## src/rtl/qrv_pkg.sv

```systemverilog
package qrv_pkg;

  // Switching phase of the power switch
  typedef enum logic {
    PH_OFF = 1'b0,
    PH_ON  = 1'b1
  } qrv_phase_e;

endpackage

```

## src/rtl/qrv_cycle_timer.sv

```systemverilog
// Saturating up counter of cycles spent in one phase.
module qrv_cycle_timer #(
  parameter int LIMIT = 100,
  parameter int W     = $clog2(LIMIT + 1)
) (
  input  logic         clk,
  input  logic         rst_n,
  input  logic         clr,
  input  logic         en,
  output logic [W-1:0] cnt
);

  localparam logic [W-1:0] LIM = W'(LIMIT);

  logic [W-1:0] cnt_q;
  logic [W-1:0] cnt_d;

  always_comb begin
    cnt_d = cnt_q;
    if (clr) begin
      cnt_d = '0;
    end else if (en && (cnt_q != LIM)) begin
      cnt_d = cnt_q + 1'b1;
    end
  end

  always_ff @(posedge clk or negedge rst_n) begin
    if (!rst_n) begin
      cnt_q <= '0;
    end else begin
      cnt_q <= cnt_d;
    end
  end

  assign cnt = cnt_q;

endmodule

```

## src/rtl/qrv_valley_counter.sv

```systemverilog
// Detects falling zero-crossing edges and counts valleys.
module qrv_valley_counter #(
  parameter int VMAX = 7,
  parameter int VW   = 3
) (
  input  logic          clk,
  input  logic          rst_n,
  input  logic          zc_flag,
  input  logic          count_en,
  input  logic          clr,
  output logic [VW-1:0] cnt
);

  localparam logic [VW-1:0] CAP = VW'(VMAX);

  logic          zc_q;
  logic          fall;
  logic [VW-1:0] cnt_q;
  logic [VW-1:0] cnt_d;

  assign fall = zc_q & ~zc_flag;

  always_comb begin
    cnt_d = cnt_q;
    if (clr) begin
      cnt_d = '0;
    end else if (count_en && fall && (cnt_q != CAP)) begin
      cnt_d = cnt_q + 1'b1;
    end
  end

  always_ff @(posedge clk or negedge rst_n) begin
    if (!rst_n) begin
      zc_q  <= 1'b0;
      cnt_q <= '0;
    end else begin
      zc_q  <= zc_flag;
      cnt_q <= cnt_d;
    end
  end

  assign cnt = cnt_q;

endmodule

```

## src/rtl/qrv_gate_ctrl.sv

```systemverilog
// Phase register, suppression select and on/off decisions.
module qrv_gate_ctrl
  import qrv_pkg::*;
#(
  parameter int SUP_SHORT_CYC = 500,
  parameter int SUP_LONG_CYC  = 5000,
  parameter int OFF_MAX_CYC   = 8400,
  parameter int LEB_CYC       = 66,
  parameter int ON_MAX_CYC    = 6000,
  parameter int OFF_W         = 14,
  parameter int ON_W          = 13,
  parameter int VW            = 3
) (
  input  logic             clk,
  input  logic             rst_n,
  input  logic             hold,
  input  logic             aux_high,
  input  logic             cs_trip,
  input  logic [VW-1:0]    valley_req,
  input  logic [VW-1:0]    valley_cnt,
  input  logic [OFF_W-1:0] off_cnt,
  input  logic [ON_W-1:0]  on_cnt,
  output qrv_phase_e       phase,
  output logic             start_on,
  output logic             count_en
);

  localparam logic [OFF_W-1:0] SUP_S    = OFF_W'(SUP_SHORT_CYC);
  localparam logic [OFF_W-1:0] SUP_L    = OFF_W'(SUP_LONG_CYC);
  localparam logic [OFF_W-1:0] OFF_LAST = OFF_W'(OFF_MAX_CYC - 1);
  localparam logic [ON_W-1:0]  BLANK    = ON_W'(LEB_CYC);
  localparam logic [ON_W-1:0]  ON_LAST  = ON_W'(ON_MAX_CYC - 1);

  qrv_phase_e       phase_q, phase_d;
  logic             sel_long_q, sel_long_d;
  logic [OFF_W-1:0] sup_len;
  logic             supp_done;
  logic             valley_hit;
  logic             off_timeout;
  logic             blank_over;
  logic             on_timeout;
  logic             stop_on;

  always_comb begin
    sup_len     = sel_long_q ? SUP_L : SUP_S;
    supp_done   = (off_cnt >= sup_len);
    valley_hit  = supp_done && (valley_cnt >= valley_req);
    off_timeout = (off_cnt == OFF_LAST);
    blank_over  = (on_cnt >= BLANK);
    on_timeout  = (on_cnt == ON_LAST);

    start_on = (phase_q == PH_OFF) && !hold && (valley_hit || off_timeout);
    stop_on  = (phase_q == PH_ON) &&
               (hold || (blank_over && cs_trip) || on_timeout);
    count_en = (phase_q == PH_OFF) && supp_done && !hold;

    phase_d = phase_q;
    if (start_on) begin
      phase_d = PH_ON;
    end else if (stop_on || hold) begin
      phase_d = PH_OFF;
    end

    sel_long_d = sel_long_q;
    if (hold || stop_on) begin
      sel_long_d = ~aux_high;
    end
  end

  always_ff @(posedge clk or negedge rst_n) begin
    if (!rst_n) begin
      phase_q    <= PH_OFF;
      sel_long_q <= 1'b1;
    end else begin
      phase_q    <= phase_d;
      sel_long_q <= sel_long_d;
    end
  end

  assign phase = phase_q;

endmodule

```

## src/rtl/qr_valley_seq.sv

```systemverilog
module qr_valley_seq
  import qrv_pkg::*;
#(
  parameter int SUP_SHORT_CYC = 500,
  parameter int SUP_LONG_CYC  = 5000,
  parameter int OFF_MAX_CYC   = 8400,
  parameter int LEB_CYC       = 66,
  parameter int ON_MAX_CYC    = 6000,
  parameter int VALLEY_MAX    = 7,
  parameter int VW            = 3
) (
  input  logic          clk,
  input  logic          rst_n,
  input  logic          hold,
  input  logic          zc_flag,
  input  logic          aux_high,
  input  logic          cs_trip,
  input  logic [VW-1:0] valley_req,
  output logic          gate,
  output logic [VW-1:0] valley_cnt
);

  localparam int OFF_W = $clog2(OFF_MAX_CYC + 1);
  localparam int ON_W  = $clog2(ON_MAX_CYC + 1);

  qrv_phase_e       phase;
  logic             start_on;
  logic             count_en;
  logic [OFF_W-1:0] off_cnt;
  logic [ON_W-1:0]  on_cnt;
  logic [VW-1:0]    vcnt;
  logic             is_on;

  assign is_on = (phase == PH_ON);

  qrv_cycle_timer #(
    .LIMIT (OFF_MAX_CYC),
    .W     (OFF_W)
  ) u_off_timer (
    .clk   (clk),
    .rst_n (rst_n),
    .clr   (hold | is_on),
    .en    (~is_on),
    .cnt   (off_cnt)
  );

  qrv_cycle_timer #(
    .LIMIT (ON_MAX_CYC),
    .W     (ON_W)
  ) u_on_timer (
    .clk   (clk),
    .rst_n (rst_n),
    .clr   (hold | ~is_on),
    .en    (is_on),
    .cnt   (on_cnt)
  );

  qrv_valley_counter #(
    .VMAX (VALLEY_MAX),
    .VW   (VW)
  ) u_valley (
    .clk      (clk),
    .rst_n    (rst_n),
    .zc_flag  (zc_flag),
    .count_en (count_en),
    .clr      (hold | start_on | is_on),
    .cnt      (vcnt)
  );

  qrv_gate_ctrl #(
    .SUP_SHORT_CYC (SUP_SHORT_CYC),
    .SUP_LONG_CYC  (SUP_LONG_CYC),
    .OFF_MAX_CYC   (OFF_MAX_CYC),
    .LEB_CYC       (LEB_CYC),
    .ON_MAX_CYC    (ON_MAX_CYC),
    .OFF_W         (OFF_W),
    .ON_W          (ON_W),
    .VW            (VW)
  ) u_ctrl (
    .clk        (clk),
    .rst_n      (rst_n),
    .hold       (hold),
    .aux_high   (aux_high),
    .cs_trip    (cs_trip),
    .valley_req (valley_req),
    .valley_cnt (vcnt),
    .off_cnt    (off_cnt),
    .on_cnt     (on_cnt),
    .phase      (phase),
    .start_on   (start_on),
    .count_en   (count_en)
  );

  assign gate       = is_on;
  assign valley_cnt = vcnt;

endmodule

```

## config.mk

```make
export PLATFORM = sky130hd
export DESIGN_NAME = qr_valley_seq
export DESIGN_NICKNAME = d
export VERILOG_FILES = /design/src/rtl/qrv_pkg.sv /design/src/rtl/qrv_cycle_timer.sv /design/src/rtl/qrv_valley_counter.sv /design/src/rtl/qrv_gate_ctrl.sv /design/src/rtl/qr_valley_seq.sv
export SDC_FILE = /design/constraint.sdc
export NUM_CORES = 1
export LEC_CHECK = 0
export BUFFER_PORTS_ARGS = -buffer_cell sky130_fd_sc_hd__buf_4
export CORE_MARGIN = 5
export CORE_UTILIZATION = 54
export DETAILED_ROUTE_END_ITERATION = 16
export PLACE_DENSITY = 0.75
export SLEW_MARGIN = 20
export SYNTH_ARGS = -nofsm -noshare
export SYNTH_HDL_FRONTEND = slang
export SYNTH_SLANG_ARGS = --single-unit
```

## constraint.sdc

```tcl
create_clock -name clk -period 1.95 [get_ports clk]
set_clock_uncertainty 0.05 [all_clocks]
set_input_delay 0.195 -clock clk [delete_from_list [all_inputs] [get_ports clk]]
set_output_delay 0.195 -clock clk [all_outputs]
set_load 0.1 [all_outputs]
```

==> run_results.csv, run 1 <==
group,metric,value,unit
timing,final-max-slew-violation-count,0,
die,die_w,71.5,um
grt,grt_use_total,19.4,%
synthesis,synth_edf_count,0,
clock_tree,htree_levels,2,
worst_setup_path,arrival,2.08,ns
detailed_routing,wl_per_cell,14.7,um
synthesis,synthArstFlopShare,100,%
worst_setup_path,path_class,"reg -> reg",
grt,grt_max_degree,34,
place,globalplace.congestion,0.773,
timing,worst_hold_slack,0.169,ns
synthesis,syn_avg_cell_area,9.23,um^2
min_path,min_to,"u_ctrl.sel_long_q",
pwr,ir_drop,0.390,mV
worst_setup_path,reg2regPathDepth,8,
worst_setup_path,crit_required,2.07,ns
run_status,status,"finished with violations",
pwr,p_leak,1.13,nW
final_layout,nFillCells,284,
timing,relSlewSlack,65.4,%
worst_setup_path,critPathCaptureType,"flip-flop",
synthesis,synth-seq-area-share,40.6,%
grt,antenna_found_initial,0,
detailed_routing,drc,0,
clock_tree,clock-sinks,33,
clock_tree,numCtsBuffers,5,
synthesis,ys_ff_latch,33,
die,die_h,71.5,um
worst_setup_path,rrSetupSlack,-0.005,ns
grt,grt_pass1_wl,7940,um
min_path,hold_class,"in -> reg",
synthesis,yosys-top-cells-area,"dfrtp_1, ha_1, nor2_1",
detailed_routing,drt_iter0_markers,116,
timing,tightest_slew,0.519,ns
synthesis,synth_cells,221,
place,hpwl,3160,um
synthesis,syn_nets,247,
detailed_routing,wirelength,4540,um
worst_setup_path,cp_max_fo,3,
worst_setup_path,r2r-start,"u_ctrl.sel_long_q",
die,io_pins,13,
grt,overflow,0,
timing,worst_slack,-0.00545,ns
final_layout,drive_gt1_share,26.8,%
detailed_routing,vias_per_cell,5.72,
clock_tree,insertion_delay,0.29,ns
detailed_routing,antenna_left,0,
detailed_routing,drt_first_pass_iters,4,
timing,hold_viol,0,
pwr,power.density,553,mW/mm^2
clock_tree,cts_tree,"done",
clock_tree,clock_path_buffers,2,
synthesis,synthFlopType,"dfrtp_1",
min_path,min_path_cells,3,
die,rows,22,
detailed_routing,vias,1769,
final_layout,diodes,0,
die,initial_utilization,55.7,%
timing,finalSetupViolCount,1,
worst_setup_path,critPathLaunchType,"flip-flop",
final_layout,post-route-util,70.9,%
die,core-area,0.00366,mm^2
run_status,violations,"negative setup slack",
timing,fin_crit_sh,100,%
job,max_cap_violations,0,
clock_tree,clkTransAtPathRegs,0.06,ns
timing,period_needed,1.96,ns
min_path,hp-start,"hold",
place,portBuffers,12,
clock_tree,cts-root-buf,"clkbuf_8",
timing,fmax,511,MHz
worst_setup_path,timing.rr.end,"u_ctrl.phase",
timing,rsz0062_at_grt,"true",
synthesis,synthesis.area,0.00204,mm^2
grt,grt_pass1_vias,1787,
synthesis,synth_cell_types,39,
final_layout,area_delta_synth_final,27.2,%
die,die-area,0.00511,mm^2
final_layout,nets,286,
synthesis,synth_top_area_share,39.3,%
synthesis,ys.warnings.count,0,
synthesis,yosysTopAreaCell,"dfrtp_1",
through the flow:
| stage | worst slack, ns | instance area (um^2) | TNS (ns) | cells | total power, mW |
|---|---|---|---|---|---|
| 6_report | -0.00545 | 2590 | -0.00545 | 309 | 1.44 |
| 2_1_floorplan | 0.0213 | 2060 | 0 | 221 | 0.785 |
| 4_1_cts | 0.00148 | 2520 | 0 | 309 | 1.44 |
| 5_1_grt | -0.0853 | 2590 | -0.318 | 309 | 1.52 |
| 3_3_place_gp | 0.0122 | 2350 | 0 | 297 | 0.844 |
| 3_5_place_dp | -0.0163 | 2350 | -0.0340 | 297 | 0.848 |
power breakdown:
group	internal [mW]	switching [mW]	total, mW
registers	0.697	0.00601	0.703
clock network	0.319	0.254	0.573
logic	0.0726	0.0863	0.159
total	1.09	0.347	1.44
Yosys cell counts (all sizes together) (4+ instances only):
library cell and count:
dfrtp 32, nand2 15, inv 10, clkbuf 4, nand2b 6, a211oi 4, nand3 10, nor2 31
xnor2 6, xor2 13, nor3 7, ha 17, or3 5, nand4 6, a21oi 14, o21ai 4
area by class of cell:
cell class / count / area, um^2 / area share (%)
Multi-Input combinational cell: 173 / 1270 / 49.1
Sequential cell: 33 / 833 / 32.1
Timing Repair Buffer: 37 / 289 / 11.1
Clock buffer: 7 / 96.3 / 3.71
Tap cell: 48 / 60.1 / 2.31
Inverter: 10 / 37.5 / 1.45
Clock inverter: 1 / 5.00 / 0.193
placed cells by master, fill, tap and decap left out, types with 4 or more instances in the layout:
cell type / n
o21ai_0: 4
nand2b_1: 6
nor3_1: 5
a21oi_1: 11
ha_1: 15
or3_1: 5
xor2_1: 13
a211oi_1: 4
buf_4: 33
nand3_1: 10
nor2_1: 30
nand4_1: 6
dfrtp_1: 29
xnor2_1: 6
clkbuf_8: 7
inv_1: 9
nand2_1: 14
layer usage:
metal | wire [um] | vias up | track usage (%)
li1 | - | 870 | -
met1 | 2050 | 856 | 25.1
met5 | 0 | - | 0
met3 | 254 | 7 | 5.89
met2 | 2170 | 36 | 30.2
met4 | 61 | 0 | 7.93
worst max-delay path: stages (launching register included):
cell      delay, ns
dfstp_2        0.55
buf_6          0.11
ha_4           0.20
a21oi_4        0.14
nor2b_4        0.07
o311ai_4       0.27
buf_4          0.16
a21oi_2        0.06
o31a_1         0.24
cells by family (layout without fill, tap and decap cells):
group           count (synthesis)  after routing  synth area share, %
compound gates                 36             36                 11.9
xor+xnor                       19             19                 8.16
fa+ha+maj                      17             17                 10.4
buf+inv                        15             55                 2.76
flops                          33             33                 40.6
mux                             3              3                 1.47
simple gates                   98             98                 24.7
how the worst max path moves through the flow:
stage / startpoint / cells after the start / to
after CTS: u_on_timer.cnt[1] / 6 / u_ctrl.sel_long_q
after global placement: u_ctrl.sel_long_q / 8 / u_ctrl.phase
after detailed placement: u_ctrl.sel_long_q / 8 / u_ctrl.phase
after floorplan: u_ctrl.phase / 4 / u_off_timer.cnt[0]
final: u_ctrl.sel_long_q / 8 / u_ctrl.phase
after global routing: u_ctrl.sel_long_q / 7 / u_valley.cnt[1]
registers in the layout, indices dropped and copies added, names as in the netlist:
register / count
u_ctrl.phase: 1
u_off_timer.cnt: 14
u_valley.zc_q: 1
u_on_timer.cnt: 13
u_ctrl.sel_long_q: 1
u_valley.cnt: 3
repair_timing:
item / CTS / global route
gates resized for setup: 7 / 16
hold buffers: 3 / 0
endpoints found under the hold margin: 34 / 0
pin swaps: 5 / 9
setup endpoints to repair: 5 / 5
setup buffers: 1 / 0
(Power assumes the default switching activity.)
==> run 2, diff against run 1 <==
--- a/constraint.sdc
+++ b/constraint.sdc
@@ -3,3 +3,3 @@
 set_input_delay 0.195 -clock clk [delete_from_list [all_inputs] [get_ports clk]]
 set_output_delay 0.195 -clock clk [all_outputs]
-set_load 0.1 [all_outputs]
+set_load 0.02 [all_outputs]
==> run 2 against run 1 <==
Compared with the run above: the flow still finishes with violations (negative setup slack); critical path depth is the same; hold slack got worse by 0.16 ns; sequential share of layout area shrank 1.6 points; maximum frequency is 1.7% lower; final area is 4.4% higher; final cell count grew 1.3%; global-route usage shrank 0.75 points.
==> run_results.csv, run 2 (synthesized netlist as in run 1, its figures left out) <==
group,metric,value,unit
run_status,status,"finished with violations",
run_status,violations,"negative setup slack",
place,place_area,0.00232,mm^2
place,globalplace.congestion,0.808,
final_layout,nets,290,
worst_setup_path,critPathLaunchType,"flip-flop",
final_layout,multi_input_area,0.00138,mm^2
worst_setup_path,crit_chain,"inv_2, ha_1, nand4b_1, nor3_2, buf_4, nor2_2, a21oi_2, o31a_1",
final_layout,largest_reg_flops,14,
timing,worst_slack,-0.0394,ns
timing,fmax,503,MHz
grt,grt_pass1_wl,7600,um
pwr,clockPowerShare,36.6,%
pwr,p_sw_share,27.1,%
die,io_pins,13,
job,max_cap_violations,0,
timing,tightest_slew,0.516,ns
worst_setup_path,cp_max_fo,5,
detailed_routing,antenna_left,0,
pwr,internal_power,1.02,mW
final_layout,area_delta_synth_final,32.8,%
final_layout,diodes,0,
timing,period_needed,1.99,ns
die,initial_utilization,55.7,%
clock_tree,numCtsBuffers,5,
place,hpwl,3070,um
clock_tree,cts-root-buf,"clkbuf_8",
final_layout,mostFrequentLayoutCells,"buf_4, dfrtp_1, nor2_1",
pwr,power_frac_comb,13.1,%
timing,rsz0062_at_grt,"true",
final_layout,post-route-cell-area,0.00271,mm^2
clock_tree,cts_tree,"done",
detailed_routing,wirelength,5150,um
worst_setup_path,path_class,"reg -> reg",
worst_setup_path,cp_slowest_cell,"dfstp_2",
clock_tree,clock-sinks,33,
pwr,switching_power,381,uW
timing,hold_viol,0,
final_layout,nFillCells,246,
detailed_routing,vias,1811,
detailed_routing,drt_first_pass_iters,4,
die,die-area,0.00511,mm^2
grt,grt_use_total,18.6,%
die,core-area,0.00366,mm^2
detailed_routing,drc,0,
worst_setup_path,critPathBufInv,2,
worst_setup_path,critPathCaptureType,"flip-flop",
timing,final-max-slew-violation-count,0,
final_layout,drive_gt1_share,31.7,%
clock_tree,insertion_delay,0.29,ns
pwr,power.total,1.41,mW
timing,finalSetupViolCount,4,
pwr,p_leak,1.15,nW
die,die_w,71.5,um
final_layout,seq_area,827,um^2
detailed_routing,vias_per_cell,5.79,
grt,antenna_found_initial,0,
die,die_h,71.5,um
clock_tree,htree_levels,2,
place,portBuffers,12,
die,rows,22,
timing,worst_hold_slack,0.00687,ns
pwr,power.density,519,mW/mm^2
final_layout,layout_commonest_cell,"buf_4",
timing,relSlewSlack,65.6,%
clock_tree,clkTransAtPathRegs,0.07,ns
min_path,hold_class,"in -> reg",
worst_setup_path,slowest_delay,0.55,ns
pwr,power_frac_seq,50.3,%
worst_setup_path,crit_required,2.13,ns
detailed_routing,drt_iter0_markers,146,
pwr,ir_drop,0.472,mV
grt,grt_max_degree,34,
grt,grt_pass1_vias,1745,
grt,overflow,0,
worst_setup_path,arrival,2.17,ns
timing,fin_crit_sh,102,%
clock_tree,clock_path_buffers,2,
detailed_routing,wl_per_cell,16.4,um
worst_setup_path,critPathTopFamily,"flip-flops",
[run 2: worst reg2reg max path: cells and delay by family (launching register included)]
family,cells,cell delay [ns]
flops,1,0.55
compound gates,2,0.39
simple gates,3,0.38
buf+inv,2,0.26
fa+ha+maj,1,0.30
[run 2: layout make-up]
| cell class | instances | share of cell area [%] |
|---|---|---|
| flip-flops and latches | 33 | 30.5 |
| well taps | 48 | 2.22 |
| multi-input cells | 173 | 50.9 |
| repair buffers | 41 | 11.8 |
| clock inverters | 3 | 0.647 |
| clock buffers | 5 | 2.54 |
| inverters | 10 | 1.39 |
[run 2: what timing repair did]
| item | in CTS | in global routing |
|---|---|---|
| buffers inserted | 3 | 5 |
| endpoints found under the setup margin | 5 | 10 |
| endpoints found under the hold margin | 33 | 0 |
| gates resized for setup | 5 | 34 |
| hold buffers | 2 | 0 |
| pin swaps | 8 | 13 |
[run 2: through the flow]
| stage | cells | util, % | setup TNS (ns) | setup WS, ns |
|---|---|---|---|---|
| after floorplan | 221 | - | 0 | 0.0259 |
| after global placement | 295 | 63.4 | -0.00323 | -0.00185 |
| after detailed placement | 295 | 63.4 | -0.0332 | -0.0332 |
| after CTS | 308 | 67.6 | -0.0784 | -0.0335 |
| after global routing | 313 | 74.0 | -0.484 | -0.120 |
| final | 313 | 74.0 | -0.0879 | -0.0394 |
[run 2: layer usage]
| layer | up-vias | share of wire [%] | GRT usage (%) |
|---|---|---|---|
| li1 | 870 | - | - |
| met1 | 886 | 45 | 23.7 |
| met2 | 38 | 48 | 30.1 |
| met3 | 17 | 4.5 | 4.91 |
| met4 | 0 | 2.5 | 7.72 |
| met5 | - | 0 | 0 |
[run 2: worst paths after layout]
path                       slack, ns  cells after the start            endpoint               start
setup / recovery               -0.04                      8        u_ctrl.phase   u_ctrl.sel_long_q
hold / removal                 0.007                      2   u_ctrl.sel_long_q            aux_high
setup reg to reg               -0.04                      8        u_ctrl.phase   u_ctrl.sel_long_q
hold reg to reg                 0.53                      2  u_on_timer.cnt[12]  u_on_timer.cnt[12]
max in group asynchronous       1.18                      2   u_ctrl.sel_long_q               rst_n
min in group asynchronous       0.34                      2  u_on_timer.cnt[11]               rst_n
[run 2: power by group through the flow]
| stage | clock network, mW | registers [mW] | logic (mW) |
|---|---|---|---|
| 6_report | 0.515 | 0.707 | 0.184 |
| 5_1_grt | 0.560 | 0.708 | 0.202 |
| 4_1_cts | 0.521 | 0.705 | 0.134 |
| 3_5_place_dp | 0 | 0.718 | 0.119 |
| 3_3_place_gp | 0 | 0.717 | 0.118 |
| 2_1_floorplan | 0 | 0.718 | 0.0665 |
